**config.mk**
```make
export PLATFORM = sky130hd
export DESIGN_NAME = instr_seq
export DESIGN_NICKNAME = d
export VERILOG_FILES = /design/src/rtl/instr_seq.sv
export SDC_FILE = /design/constraint.sdc
export NUM_CORES = 1
export LEC_CHECK = 0
export ABC_AREA = 1
export BUFFER_PORTS_ARGS = -buffer_cell sky130_fd_sc_hd__buf_2
export CAP_MARGIN = 0
export CORE_AREA = 2 2 39 41
export CTS_CLUSTER_DIAMETER = 50
export CTS_CLUSTER_SIZE = 10
export DETAILED_ROUTE_END_ITERATION = 7
export DIE_AREA = 0 0 41 43
export GPL_TIMING_DRIVEN = 0
export SLEW_MARGIN = 0
export SYNTH_ARGS = -nofsm -noshare
export SYNTH_HDL_FRONTEND = slang
export SYNTH_SLANG_ARGS = --single-unit
export TNS_END_PERCENT = 20
```
**constraint.sdc**
```tcl
create_clock -name clk -period 1.6 [get_ports clk]
set_input_delay 0.32 -clock clk [delete_from_list [all_inputs] [get_ports clk]]
set_output_delay 0.32 -clock clk [all_outputs]
set_load 0.02 [all_outputs]
```
**src/rtl/instr_seq.sv**
```systemverilog
module instr_seq (
  input  logic        clk,
  input  logic        rst,
  input  logic [15:0] instr_word,
  input  logic        bus_done,
  input  logic        mc_done,
  output logic        fetch_req,
  output logic        ir_load,
  output logic        alu_left_en,
  output logic        alu_right_en,
  output logic        op_grp_zero,
  output logic        lookup_en,
  output logic        mc_start,
  output logic [2:0]  phase
);
  localparam logic [2:0] PH_FETCH = 3'd0;
  localparam logic [2:0] PH_SRC   = 3'd1;
  localparam logic [2:0] PH_DST   = 3'd2;
  localparam logic [2:0] PH_LOOK  = 3'd3;
  localparam logic [2:0] PH_EXEC  = 3'd4;

  logic       first;
  logic       prefix_f;
  logic       one_op;
  logic [2:0] entry;
  logic       done_ok;

  assign prefix_f = &instr_word[15:12];
  assign one_op   = prefix_f && (instr_word[11:9] == 3'b110);
  assign entry    = !prefix_f ? PH_SRC : (one_op ? PH_DST : PH_LOOK);
  assign done_ok  = mc_done && !first;

  always_ff @(posedge clk) begin
    if (rst) begin
      phase <= PH_FETCH;
      first <= 1'b0;
    end else begin
      first <= 1'b0;
      case (phase)
        PH_FETCH: if (bus_done) begin
          phase <= entry;
          first <= (entry != PH_LOOK);
        end
        PH_SRC: if (done_ok) begin
          phase <= PH_DST;
          first <= 1'b1;
        end
        PH_DST: if (done_ok) phase <= PH_LOOK;
        PH_LOOK: begin
          phase <= PH_EXEC;
          first <= 1'b1;
        end
        PH_EXEC: if (done_ok) phase <= PH_FETCH;
        default: phase <= PH_FETCH;
      endcase
    end
  end

  assign fetch_req    = (phase == PH_FETCH);
  assign ir_load      = fetch_req && bus_done;
  assign alu_left_en  = (phase == PH_SRC);
  assign alu_right_en = (phase == PH_DST);
  assign op_grp_zero  = alu_left_en || alu_right_en;
  assign lookup_en    = (phase == PH_LOOK);
  assign mc_start     = first;
endmodule

```
Word level (Yosys, flattened, before mapping)
Index checks and enable logic that the tools add are counted.
- eq/ne operators: 10
- mux-type cells: 10
- reduce and logical (&&, ||, !) cells: 8
- operators by type and width (cell ; number):
    one-hot mux 3 bit (5 select lines) ; 1
    two-way mux 3 bit ; 4
    AND reduction 4 bit ; 2
    == test 3 x 2 -> 1 bit (second input constant) ; 2
    == test 3 bit (second input constant) ; 2
    inequality test 2 bit (second input constant) ; 3
    inequality test 2 x 1 -> 1 bit (second input constant) ; 2
    == test 3 x 1 -> 1 bit (second input constant) ; 1
    logical AND 1 bit ; 3
    logical NOT 3 bit ; 1
    two-way mux 1 bit ; 3
    one-hot mux 1 bit (3 select lines) ; 1
    two-way mux 2 bit ; 1
    logical NOT 1 bit ; 1
    logical OR 1 bit ; 1
- register bits: 4
- input port bits: 20
- output and inout bits: 10

Depth between registers and ports, before layout
Gate-level depths: netlist of the first run.
- word-level depth: 7
- gate-level depth with buffers: 8

Least setup slack after synthesis of the first run
Ideal clock, no wire load.
- path type: register to output
- from: reg phase[1]
- to: out ir_load
- data arrival time: 1230 ps
- data required time: 1280 ps
- path slack: 50 ps
- cell stages (with the launch flop): 2
- buffers on the path: 0
- cell sequence: dfxtp_1 > nor4_1
- cells in the longest elaborated chain, start to end: 2
- ends and longest elaborated chain (element ; RTL line ; RTL):
    start, declared ; 14 ; output logic [2:0] phase
    start signal, assigned ; 41 ; phase <= entry;
    logical NOT 3 bit ; 59 ; assign fetch_req = (phase == PH_FETCH);
    logical AND 1 bit ; 60 ; assign ir_load = fetch_req && bus_done;
    end, declared ; 8 ; output logic ir_load,
No other way between the ends.

Worst setup path in the final report of the first run
Same ends and word-level chain as after synthesis.

==> Flow_metrics.wiki, run 1 <==
{| class="wikitable"
! Metric !! Value
|-
| Type of the worst min-delay path || in2reg
|-
| P_int || slightly below 0.4 mW
|-
| Count of synthesis-stage warnings from yosys || 0
|-
| Type of the worst setup path || reg2out
|-
| Number of placed instances with taps included || between 80 and 90
|-
| Synth unique cells || 13
|-
| Multi-input gate area in the final layout || between 150 and 200 sq um
|-
| Synthesis-stage register bit count || 4
|-
| Final core utilization || between 30% and 40%
|-
| Die ar. || ~1800 sq um
|-
| Sequential fraction of the synthesis area || about 28%
|-
| Count of standard-cell rows || 14
|-
| Overall power consumption || between 0.8 and 0.9 mW
|-
| Number of standard cells after synthesis || 50
|-
| Length of the first detailed-routing pass in iterations || 4
|-
| Measured slew at the worst slew-check pin || a little over 0.3 ns
|-
| Synth Area in XOR/XNOR || 0%
|-
| Adder-Cell Fraction of Synth Area || 0%
|-
| Number of design-rule violations left by the first detailed-router iteration || 1
|-
| Number of H-tree levels || 1
|-
| Die height || between 40 and 50 um
|-
| Ordered list of cells on the worst path || nor4_1 -> buf_2
|-
| Vias after detailed routing || approximately 370
|-
| Fmax || ~670 MHz
|-
| Basic-gate share of the synthesized area counting and, or, nand and nor cells || 52.4%
|-
| Count of antenna-violating nets left after detailed routing || 0
|-
| Compound-gate portion of the synthesized area || 8.81%
|-
| Count of antenna diodes in the layout || 0
|-
| Status || completed
|-
| Die span in x || ~41 um
|-
| Switching power total || 0.417 mW
|-
| Cell with the largest stage delay on the worst path || sky130_fd_sc_hd__nor4_1
|-
| Post-synthesis average cell area || about 5.7 sq um
|-
| HPWL Detailed || ~630 um
|-
| Number of buffers added to fix hold violations after cts || 0
|-
| Area growth syn-to-layout || 50.7%
|-
| Worst EP arrival || approximately 1.2 ns
|-
| Dominant combinational cell family by area after synthesis || simple AND/OR/NAND/NOR gates
|-
| Clock latency on the worst-skew pair || 0.23 ns
|-
| Synthesized net count || 70
|-
| Vias in the first global route || approximately 330
|-
| Lkg Pwr || roughly 0.26 nW
|-
| Mean number of vias per cell || between 4 and 5
|-
| Total wire length after detailed routing || between 700 and 800 um
|-
| Grt ovf || 0
|-
| Clock Sinks || 4
|-
| Mapped Area || about 280 sq um
|-
| Unrepaired setup endpoints after global routing || false
|-
| DRC violation count after routing || 0
|-
| Fraction of layout cells with a size suffix above 1 || between 40% and 50%
|-
| Final-layout setup total negative slack || 0 ns
|-
| Required time of the critical path || 1.28 ns
|-
| Logic gate share of total power || a little over three fifths
|-
| Slew headroom || 79.1%
|-
| Routability congestion estimate from global placement || 0.802
|-
| Critical-path maximum fanout || 6
|-
| Proportion of synthesized area in mux cells || 0%
|-
| Number of nets in the layout || 95
|-
| Routed wire per std cell || roughly 8 um
|-
| Commonest cells after routing, fill and taps aside || sky130_fd_sc_hd__buf_2 (20), sky130_fd_sc_hd__nand2_1 (18), sky130_fd_sc_hd__nor2_1 (5)
|-
| Number of primary I/O pins || 30
|-
| Commonest non-fill, non-tap cell in the layout || sky130_fd_sc_hd__buf_2
|-
| Max rail drop VDD || around 0.00088 V
|-
| Max capacitance violation total || 0
|-
| TritonCTS clock tree || done
|-
| Final cell count without fillers || between 80 and 90
|-
| Worst-case clock buffer depth || 2
|-
| Type of element capturing the critical path || output port
|-
| Final clock period utilization by the worst path || a little over 90%
|-
| Final setup fails || 0
|-
| Final Hold Violating Endpoints || 0
|-
| Min cycle time layout || roughly 1.5 ns
|-
| Final Slew Violations || 0
|-
| Filler cell count || between 150 and 200
|-
| Flip-flop and latch area || between 80 and 90 sq um
|-
| Overall Global Routing Usage || between 10% and 20%
|-
| Post-CTS clock slew at the launch and capture registers of the worst setup and hold paths || around 0.04 ns
|-
| Worst slack, placed || between 0.3 and 0.4 ns
|-
| Maximum number of pins on one net before global-route repair || 8
|-
| Initial Util || 20.5%
|-
| Initial antenna violation count || 0
|-
| Power per cell area || approximately 1900 nW/um^2
|-
| Wire length of the first global-routing pass || approximately 1.2 mm
|-
| Fraction of power spent switching nets || about half
|-
| Count of port buffers added during placement || 20
|-
| Area inside the core boundary || about 1400 sq um
|-
| CTS Root Cell || sky130_fd_sc_hd__clkbuf_4
|-
| Fin worst setup slack || 0.109 ns
|-
| Final worst clock skew || roughly 0.00054 ns
|-
| Sequential share of power || approximately 22%
|-
| Num CTS Buffers || 3
|-
| Crit path launch type || flip-flop
|-
| Largest stage delay, worst path || 0.36 ns
|-
| Clock share of power || approximately 15%
|}
layout make-up:
class	count	area share, %
clock buffers	3	5.26
well taps	16	4.68
repair buffers	20	23.4
flip-flops and latches	4	19.0
inverters	8	7.02
multi-input cells	38	40.6
power groups by stage:
stage	logic (mW)	clock network (mW)	registers [mW]
finish	0.513	0.120	0.180
global route	0.573	0.134	0.186
CTS	0.520	0.130	0.178
detailed placement	0.519	0	0.180
global placement	0.515	0	0.181
floorplan	0.331	0	0.214
cells by family (layout without fill, tap and decap cells):
kind of cell	count (synthesis)	count (layout)
simple gates	33	33
buf+inv	8	31
flops	4	4
compound gates	5	5
critical path: cells and delay by family, from the launching register on:
family,cells,cell delay (ns)
buf+inv,1,0.23
flops,1,0.35
simple gates,1,0.36
sequential cells by signal, summed over array words and instances (netlist names):
signal / cells
mc_start: 1
phase: 3
final timing paths:
path | start | to | slack [ns] | cells after the start
worst min-delay path | rst | mc_start$_SDFF_PP0_ | 0.29 | 2
worst max register to register | phase[2]$_SDFFE_PP0P_ | phase[0]$_SDFFE_PP0P_ | 0.48 | 7
worst min register to register | phase[0]$_SDFFE_PP0P_ | phase[0]$_SDFFE_PP0P_ | 0.52 | 2
worst max-delay path | phase[1]$_SDFFE_PP0P_ | ir_load | 0.11 | 2
routing by layer:
metal / wire [um] / GRT usage, % / vias to the layer above
met5: 0 / 0 / -
met4: 6 / 6.00 / 0
met3: 30 / 4.71 / 2
met2: 381 / 17.2 / 6
met1: 287 / 9.03 / 155
li1: - / - / 203
per-stage QoR:
step	hold WS, ns	instance area, sq um
5_1_grt	0.294	428
2_1_floorplan	0.389	284
3_3_place_gp	0.534	404
4_1_cts	0.287	427
6_report	0.295	428
3_5_place_dp	0.534	404
what timing repair did:
action	in CTS	in global routing
setup buffers	0	0
resized for setup	0	1
hold endpoints to repair	0	0
endpoints found under the setup margin	0	3
Yosys cell counts, drive strengths merged:
cell    instances  area, sq um
nand3b          1         7.51
nor4            1         6.26
a21oi           4         20.0
dfxtp           4         80.1
nand3           4         20.0
nand2          18         67.6
nor3            1         10.0
o21ai           1         5.00
clkinv          1         3.75
inv             7         26.3
nor2            8         37.5
No activity file was read; power rests on OpenSTA's default activity.
==> run 2, diff against run 1 <==
==> constraint.sdc (replaced) <==
create_clock -name clk -period 1.55 [get_ports clk]
set_input_delay 0.31 -clock clk [delete_from_list [all_inputs] [get_ports clk]]
set_output_delay 0.31 -clock clk [all_outputs]
set_load 0.02 [all_outputs]
==> run 2 against run 1 <==
  * Highest routed layer unchanged
  * Sequential power increased by 8%
  * First-iteration DRC count rose to 4.0 times the previous value
  * Global-route usage unchanged
  * Critical path type unchanged
  * Register-to-register slack got worse by 0.11 ns
  * Largest power group unchanged
==> Flow_metrics.wiki, run 2 (synthesized netlist as in run 1, its figures left out) <==
{| class="wikitable"
! Metric !! Value
|-
| Area inside the core boundary || 1380 sq um (unchanged)
|-
| Grt ovf || 0 (unchanged)
|-
| Count of antenna diodes in the layout || 0 (unchanged)
|-
| Final-layout setup total negative slack || 0 ns (unchanged)
|-
| Filler cell count || 163 (-1.2%)
|-
| Wire length of the first global-routing pass || 1.19 mm (unchanged)
|-
| Die span in x || 41 um (unchanged)
|-
| Overall power consumption || 0.860 mW (+5.8%)
|-
| Initial antenna violation count || 0 (unchanged)
|-
| Mean number of vias per cell || 4.17 (+1.4%)
|-
| TritonCTS clock tree || done
|-
| Critical-path maximum fanout || 7 (+1)
|-
| Routed wire per std cell || 8.09 um (+2.1%)
|-
| Post-CTS clock slew at the launch and capture registers of the worst setup and hold paths || 0.04 ns (about the same)
|-
| Number of nets in the layout || 95 (unchanged)
|-
| Multi-input gate area in the final layout || 185 sq um (+6.5%)
|-
| Routability congestion estimate from global placement || 0.802 (unchanged)
|-
| Total wire length after detailed routing || 720 um (+2.1%)
|-
| Flip-flop and latch area || 82.6 sq um (+1.5%)
|-
| Lkg Pwr || 0.260 nW (+0.91%)
|-
| Commonest cells after routing, fill and taps aside || sky130_fd_sc_hd__buf_2 (20), sky130_fd_sc_hd__nand2_1 (18), sky130_fd_sc_hd__nor2_1 (5)
|-
| Largest register FFs || 3 (unchanged)
|-
| Length of the first detailed-routing pass in iterations || 4 (unchanged)
|-
| Number of design-rule violations left by the first detailed-router iteration || 4 (+3)
|-
| Commonest non-fill, non-tap cell in the layout || sky130_fd_sc_hd__buf_2
|-
| Count of antenna-violating nets left after detailed routing || 0 (unchanged)
|-
| Cell with the largest stage delay on the worst path || sky130_fd_sc_hd__dfxtp_1
|-
| Number of primary I/O pins || 30 (unchanged)
|-
| Final setup fails || 0 (unchanged)
|-
| Count of standard-cell rows || 14 (unchanged)
|-
| Count of buffer and inverter cells on the critical path || 1 (unchanged)
|-
| Area growth syn-to-layout || 55.1%
|-
| Final core utilization || 31.8% (+0.90 points)
|-
| Number of H-tree levels || 1 (unchanged)
|-
| Largest stage delay, worst path || 0.51 ns (+0.15 ns)
|-
| Clock latency on the worst-skew pair || 0.23 ns (about the same)
|-
| Final Hold Violating Endpoints || 0 (unchanged)
|-
| Clock Sinks || 4 (unchanged)
|-
| Maximum number of pins on one net before global-route repair || 8 (unchanged)
|-
| Vias after detailed routing || 371 (+1.4%)
|-
| Type of the worst setup path || reg2out
|-
| Number of cells upsized or downsized after cts || 0 (unchanged)
|-
| HPWL Detailed || 631 um (unchanged)
|-
| Max rail drop VDD || 0.000918 V (+4.8%)
|-
| CTS Root Cell || sky130_fd_sc_hd__clkbuf_4
|-
| Type of the worst min-delay path || in2reg
|-
| Type of element capturing the critical path || output port
|-
| Power per cell area || 1950 nW/um^2 (+2.8%)
|-
| Register bank with the most flops || phase
|-
| DRC violation count after routing || 0 (unchanged)
|-
| Worst-case clock buffer depth || 2 (unchanged)
|-
| Min cycle time layout || roughly 1.5 ns
|-
| Crit path launch type || flip-flop
|-
| Vias in the first global route || 331 (unchanged)
|-
| Slew headroom || 77.0% (-2.1 points)
|-
| Initial Util || 20.5% (unchanged)
|-
| Measured slew at the worst slew-check pin || 0.344 ns (+0.0334 ns)
|-
| Final worst clock skew || 0.000654 ns (+0.000114 ns)
|-
| Num CTS Buffers || 3 (unchanged)
|-
| Die ar. || 1760 sq um (unchanged)
|-
| Number of buffers added to fix hold violations after cts || 0 (unchanged)
|-
| Max capacitance violation total || 0 (unchanged)
|-
| Die height || 43 um (unchanged)
|-
| Required time of the critical path || 1.24 ns (-0.04 ns)
|-
| Overall Global Routing Usage || 10.2% (unchanged)
|-
| Post-CTS repair timing setup buffer count || 0 (unchanged)
|-
| Final Slew Violations || 0 (unchanged)
|-
| Cell class contributing the biggest share of worst-path delay || flip-flops
|-
| Final clock period utilization by the worst path || a little over nine tenths
|-
| Worst EP arrival || 1.15 ns (-0.02 ns)
|-
| Count of port buffers added during placement || 20 (unchanged)
|-
| Ordered list of cells on the worst path || nor2_2 -> nand2_1 -> nand2_1 -> buf_2
|-
| Unrepaired setup endpoints after global routing || false
|-
| Fmax || roughly 680 MHz
|-
| Fraction of layout cells with a size suffix above 1 || 45.2% (+2.7 points)
|-
| Most frequent cell on the critical path || sky130_fd_sc_hd__nand2_1
|-
| Status || completed
|}
run 2: metal layers:
| layer | share of wire [%] | track usage, % | vias up |
|---|---|---|---|
| li1 | - | - | 203 |
| met1 | 41 | 9.03 | 160 |
| met2 | 54 | 17.2 | 6 |
| met3 | 3.9 | 4.71 | 2 |
| met4 | 0.83 | 6.00 | 0 |
| met5 | 0 | 0 | - |
run 2: layout make-up:
type / count / area share [%]
multi-input combinational: 38 / 42.0
timing repair buffer: 20 / 22.7
sequential: 4 / 18.8
inverter: 8 / 6.82
clock buffer: 3 / 5.11
tap: 16 / 4.55
run 2: worst paths after layout:
kind / startpoint / endpoint / slack [ns] / depth (start not counted)
worst min register to register: phase[0]$_SDFFE_PP0P_ / phase[0]$_SDFFE_PP0P_ / 0.53 / 2
worst min-delay path: rst / phase[1]$_SDFFE_PP0P_ / 0.28 / 2
worst max register to register: phase[2]$_SDFFE_PP0P_ / phase[0]$_SDFFE_PP0P_ / 0.37 / 7
worst max-delay path: phase[2]$_SDFFE_PP0P_ / op_grp_zero / 0.09 / 4
run 2: report_power, final:
| part | switching, mW | internal, mW | total (mW) | leakage, nW |
|---|---|---|---|---|
| Combinational | 0.351 | 0.191 | 0.542 | 0.213 |
| Sequential | 0.0516 | 0.142 | 0.194 | 0.0336 |
| Clock | 0.0376 | 0.0863 | 0.124 | 0.0138 |
run 2: worst register-to-register path, cell delays in order (launching register included):
cell and delay [ns]:
sky130_fd_sc_hd__dfxtp_1 0.51, sky130_fd_sc_hd__nor2_2 0.08, sky130_fd_sc_hd__nand3_1 0.10, sky130_fd_sc_hd__nand2_1 0.07
sky130_fd_sc_hd__nor2_2 0.14, sky130_fd_sc_hd__nand2_1 0.07, sky130_fd_sc_hd__nand2_1 0.05, sky130_fd_sc_hd__nor2_1 0.03
run 2: through the flow:
stage                     instances  hold WS [ns]  area, sq um  setup slack [ns]
after floorplan                  50         0.379          284            0.0103
final                            89         0.281          440            0.0880
after detailed placement         86         0.524          404             0.274
after global routing             89         0.277          440            0.0187
after CTS                        89         0.277          427            0.0178
after global placement           86         0.524          404             0.277
==> run 3, diff against run 2 <==
--- a/config.mk
+++ b/config.mk
@@ -5,7 +5,6 @@
 export SDC_FILE = /design/constraint.sdc
 export NUM_CORES = 1
 export LEC_CHECK = 0
-export ABC_AREA = 1
 export BUFFER_PORTS_ARGS = -buffer_cell sky130_fd_sc_hd__buf_2
 export CAP_MARGIN = 0
 export CORE_AREA = 2 2 39 41
==> run 3 against run 2 <==
  * Hold slack better by 0.013 ns
  * Cell count down 19%
  * Critical path type unchanged
  * Register-to-register slack worse by 0.05 ns
  * Routed wire length up 0.42%
  * Clock skew up 0.0044 ns
  * Total power down 52%
==> Flow_metrics.wiki, run 3 <==
{| class="wikitable"
! Metric !! Value
|-
| Final Hold Violating Endpoints || 0 (unchanged)
|-
| Number of design-rule violations left by the first detailed-router iteration || 3 (-1)
|-
| Clock latency on the worst-skew pair || 0.23 ns (about the same)
|-
| Worst-case hold slack || 0.294 ns (+0.0126 ns)
|-
| Cell area reported after detailed placement || 390 sq um (-3.4%)
|-
| Status || completed
|-
| Largest stage delay, worst path || 0.42 ns (-0.09 ns)
|-
| Post-CTS clock slew at the launch and capture registers of the worst setup and hold paths || 0.04 ns (about the same)
|-
| Vias in the first global route || 294 (-11%)
|-
| Number of primary I/O pins || 30 (unchanged)
|-
| Logic gate share of total power || 37.4% (-26 points)
|-
| Overall Global Routing Usage || 9.64% (-0.51 points)
|-
| Length of the first detailed-routing pass in iterations || 2 (-2)
|-
| Proportion of synthesized area in mux cells || 0% (unchanged)
|-
| Power per cell area || 952 nW/um^2 (-51%)
|-
| Synth top cells by count || sky130_fd_sc_hd__dfxtp_1 (4), sky130_fd_sc_hd__a21oi_1 (3), sky130_fd_sc_hd__nand2b_1 (3), sky130_fd_sc_hd__nor2b_1 (3), sky130_fd_sc_hd__o21ai_1 (3)
|-
| Count of antenna diodes in the layout || 0 (unchanged)
|-
| Min cycle time layout || 1.48 ns (+0.0144 ns)
|-
| Max rail drop VDD || 0.000358 V (-61%)
|-
| Max capacitance violation total || 0 (unchanged)
|-
| Num CTS Buffers || 3 (unchanged)
|-
| Cell with the largest stage delay on the worst path || sky130_fd_sc_hd__dfxtp_2
|-
| Final setup fails || 0 (unchanged)
|-
| Type of the worst setup path || reg2out
|-
| Die height || 43 um (unchanged)
|-
| Clock Sinks || 4 (unchanged)
|-
| Synthesis-stage register bit count || 4 (unchanged)
|-
| Final Slew Violations || 0 (unchanged)
|-
| Critical-path maximum fanout || 9 (+2)
|-
| Initial Util || 19.5% (-0.99 points)
|-
| Fraction of synthesis flops using an asynchronous set or reset pin || 0% (unchanged)
|-
| Measured slew at the worst slew-check pin || 0.236 ns (-0.108 ns)
|-
| Worst-case clock buffer depth || 2 (unchanged)
|-
| Basic-gate share of the synthesized area counting and, or, nand and nor cells || 50.9% (-1.5 points)
|-
| Slew headroom || 84.2% (+7.2 points)
|-
| Fraction of layout cells with a size suffix above 1 || 50.0% (+4.8 points)
|-
| Count of antenna-violating nets left after detailed routing || 0 (unchanged)
|-
| Final-layout setup total negative slack || 0 ns (unchanged)
|-
| Fraction of power spent switching nets || 34.4% (-17 points)
|-
| Synth unique cells || 19 (+6)
|-
| Type of the worst min-delay path || in2reg
|-
| Count of synthesis-stage warnings from yosys || 0 (unchanged)
|-
| Critical Path Stages || 3 (-1)
|-
| Sequential share of power || 31.6% (+9.0 points)
|-
| Fmax || 677 MHz (-0.97%)
|-
| Routed wire per std cell || 10.0 um (+24%)
|-
| Clock share of power || 31.0% (+17 points)
|-
| Routability congestion estimate from global placement || 0.760 (-5.2%)
|-
| Synth Area in XOR/XNOR || 0% (unchanged)
|-
| Final clock period utilization by the worst path || 95.2% (+0.93 points)
|-
| Count of standard-cell rows || 14 (unchanged)
|-
| Count of port buffers added during placement || 20 (unchanged)
|-
| Ordered list of cells on the worst path || and2b_1 -> nor2b_1 -> buf_2
|-
| Hold Path Stages || 2 (unchanged)
|-
| P_int || 0.271 mW (-35%)
|-
| Lkg Pwr || 0.219 nW (-16%)
|-
| Synthesized net count || 53 (-24%)
|-
| Commonest non-fill, non-tap cell in the layout || sky130_fd_sc_hd__buf_2
|-
| Total wire length after detailed routing || 723 um (+0.42%)
|-
| Compound-gate portion of the synthesized area || 16.2% (+7.4 points)
|-
| HPWL Detailed || 572 um (-9.4%)
|-
| Number of H-tree levels || 1 (unchanged)
|-
| Area inside the core boundary || 1380 sq um (unchanged)
|-
| Vias after detailed routing || 344 (-7.3%)
|-
| Type of element capturing the critical path || output port
|-
| Mean number of vias per cell || 4.78 (+15%)
|-
| Number of standard cells after synthesis || 33 (-34%)
|-
| Most common cell in the synthesized netlist || sky130_fd_sc_hd__dfxtp_1
|-
| Unrepaired setup endpoints after global routing || false
|-
| Fin area || 434 sq um (-1.4%)
|-
| Wire length of the first global-routing pass || 1.15 mm (-2.9%)
|-
| Post-synth EDFFs || 0 (unchanged)
|-
| Sequential fraction of the synthesis area || 29.6% (+1.4 points)
|-
| Grt ovf || 0 (unchanged)
|-
| Largest register FFs || 3 (unchanged)
|-
| Post-CTS repair timing setup buffer count || 0 (unchanged)
|-
| Register bank with the most flops || phase
|-
| Die ar. || 1760 sq um (unchanged)
|-
| Cells taking the most area after synthesis || sky130_fd_sc_hd__dfxtp_1 (30%), sky130_fd_sc_hd__or4b_1 (7.4%), sky130_fd_sc_hd__nand2b_1 (6.9%)
|-
| Switching power total || 0.142 mW (-68%)
|-
| Area growth syn-to-layout || 60.6%
|-
| R2r worst-path depth || 3 (-4)
|-
| Post-synthesis average cell area || 8.19 sq um (+44%)
|-
| Launching element of the worst setup path || phase[2]$_SDFFE_PP0P_
|-
| Area share of the leading cell type in the synthesized netlist || 29.6% (+1.4 points)
|-
| Die span in x || 41 um (unchanged)
|-
| Fin worst setup slack || 0.0737 ns (-0.0144 ns)
|-
| Number of buffers added to fix hold violations after cts || 0 (unchanged)
|-
| Maximum number of pins on one net before global-route repair || 11 (+3)
|-
| Overall power consumption || 0.413 mW (-52%)
|-
| Prevailing post-synth register cell || sky130_fd_sc_hd__dfxtp_1
|-
| CTS Root Cell || sky130_fd_sc_hd__clkbuf_4
|-
| Adder-Cell Fraction of Synth Area || 0% (unchanged)
|-
| DRC violation count after routing || 0 (unchanged)
|-
| Worst hold path startpoint || rst
|-
| Mapped Area || 270 sq um (-4.8%)
|-
| Required time of the critical path || 1.24 ns (about the same)
|-
| Cell class contributing the biggest share of worst-path delay || flip-flops
|-
| Yosys top cell by area || sky130_fd_sc_hd__dfxtp_1
|-
| Dominant combinational cell family by area after synthesis || simple AND/OR/NAND/NOR gates
|-
| Initial antenna violation count || 0 (unchanged)
|-
| Worst slack, placed || 0.224 ns (-0.0494 ns)
|-
| Count of buffer and inverter cells on the critical path || 1 (unchanged)
|-
| Critical R2R Launch || phase[2]$_SDFFE_PP0P_
|-
| Worst EP arrival || 1.17 ns (+0.02 ns)
|-
| Number of nets in the layout || 78 (-18%)
|-
| TritonCTS clock tree || done
|-
| Crit path launch type || flip-flop
|-
| Final worst clock skew || 0.00509 ns (+0.00443 ns)
|}
## run 3: changes by cell type in the layout (fill, tap and decap cells not counted), moves of 3 or more
cell	before	now
sky130_fd_sc_hd__inv_1	4	1
sky130_fd_sc_hd__inv_2	3	0
sky130_fd_sc_hd__nand2_1	18	1
sky130_fd_sc_hd__nand2b_1	0	3
sky130_fd_sc_hd__nand3_1	4	0
sky130_fd_sc_hd__nor2_1	5	1
sky130_fd_sc_hd__nor2b_1	0	3
sky130_fd_sc_hd__o21ai_1	0	3
## run 3: layout make-up
cell class                 count  area, sq um
buffer                         1         11.3
clock buffer                   3         22.5
fill                         166          950
inverter                       1         3.75
multi-input combinational     27          190
sequential                     4         83.8
tap                           16         20.0
timing repair buffer          20          103
## run 3: worst reg2reg max path: stages (launching register included)
cell and delay (ns):
sky130_fd_sc_hd__dfxtp_2 0.36, sky130_fd_sc_hd__and2b_1 0.25, sky130_fd_sc_hd__or4b_1 0.45, sky130_fd_sc_hd__o21ai_1 0.09
## run 3: cell families (layout without fill, tap and decap cells)
logic type      after synthesis  after routing
compound gates                8              8
buf+inv                       2             25
flops                         4              4
simple gates                 19             19
## run 3: metal layers
layer | share of wire (%) | global-route usage, % | wire, um | up-vias
met5 | 0 | 0 | 0 | -
li1 | - | - | - | 172
met4 | 0 | 0 | 0 | 0
met1 | 47 | 12.2 | 340 | 159
met2 | 45 | 13.4 | 324 | 13
met3 | 8.2 | 7.85 | 59 | 0
## run 3: per-stage QoR
| step | utilization [%] | std cells |
|---|---|---|
| final | 31.4 | 72 |
| after global routing | 31.4 | 72 |
| after CTS | 30.8 | 72 |
| after detailed placement | 28.2 | 69 |
| after global placement | 28.2 | 69 |
| after floorplan | - | 33 |
## run 3: final timing paths
kind,slack [ns],to
worst min-delay path,0.29,phase[2]$_SDFFE_PP0P_
worst min register to register,0.52,phase[1]$_SDFFE_PP0P_
worst max register to register,0.32,phase[0]$_SDFFE_PP0P_
worst max-delay path,0.07,alu_left_en
## run 3: power groups by stage
| stage | Sequential, mW | Clock (mW) | Combinational (mW) |
|---|---|---|---|
| 2_1_floorplan | 0.139 | 0 | 0.0823 |
| 6_report | 0.131 | 0.128 | 0.154 |
| 3_5_place_dp | 0.129 | 0 | 0.146 |
| 3_3_place_gp | 0.129 | 0 | 0.145 |
| 5_1_grt | 0.134 | 0.141 | 0.169 |
| 4_1_cts | 0.130 | 0.136 | 0.153 |
## run 3: what timing repair did
| action | 4_1_cts | 5_1_grt |
|---|---|---|
| resized for setup | 4 | 3 |
| setup endpoints to repair | 4 | 2 |
| cloned | 0 | 0 |
| pin swaps | 0 | 0 |
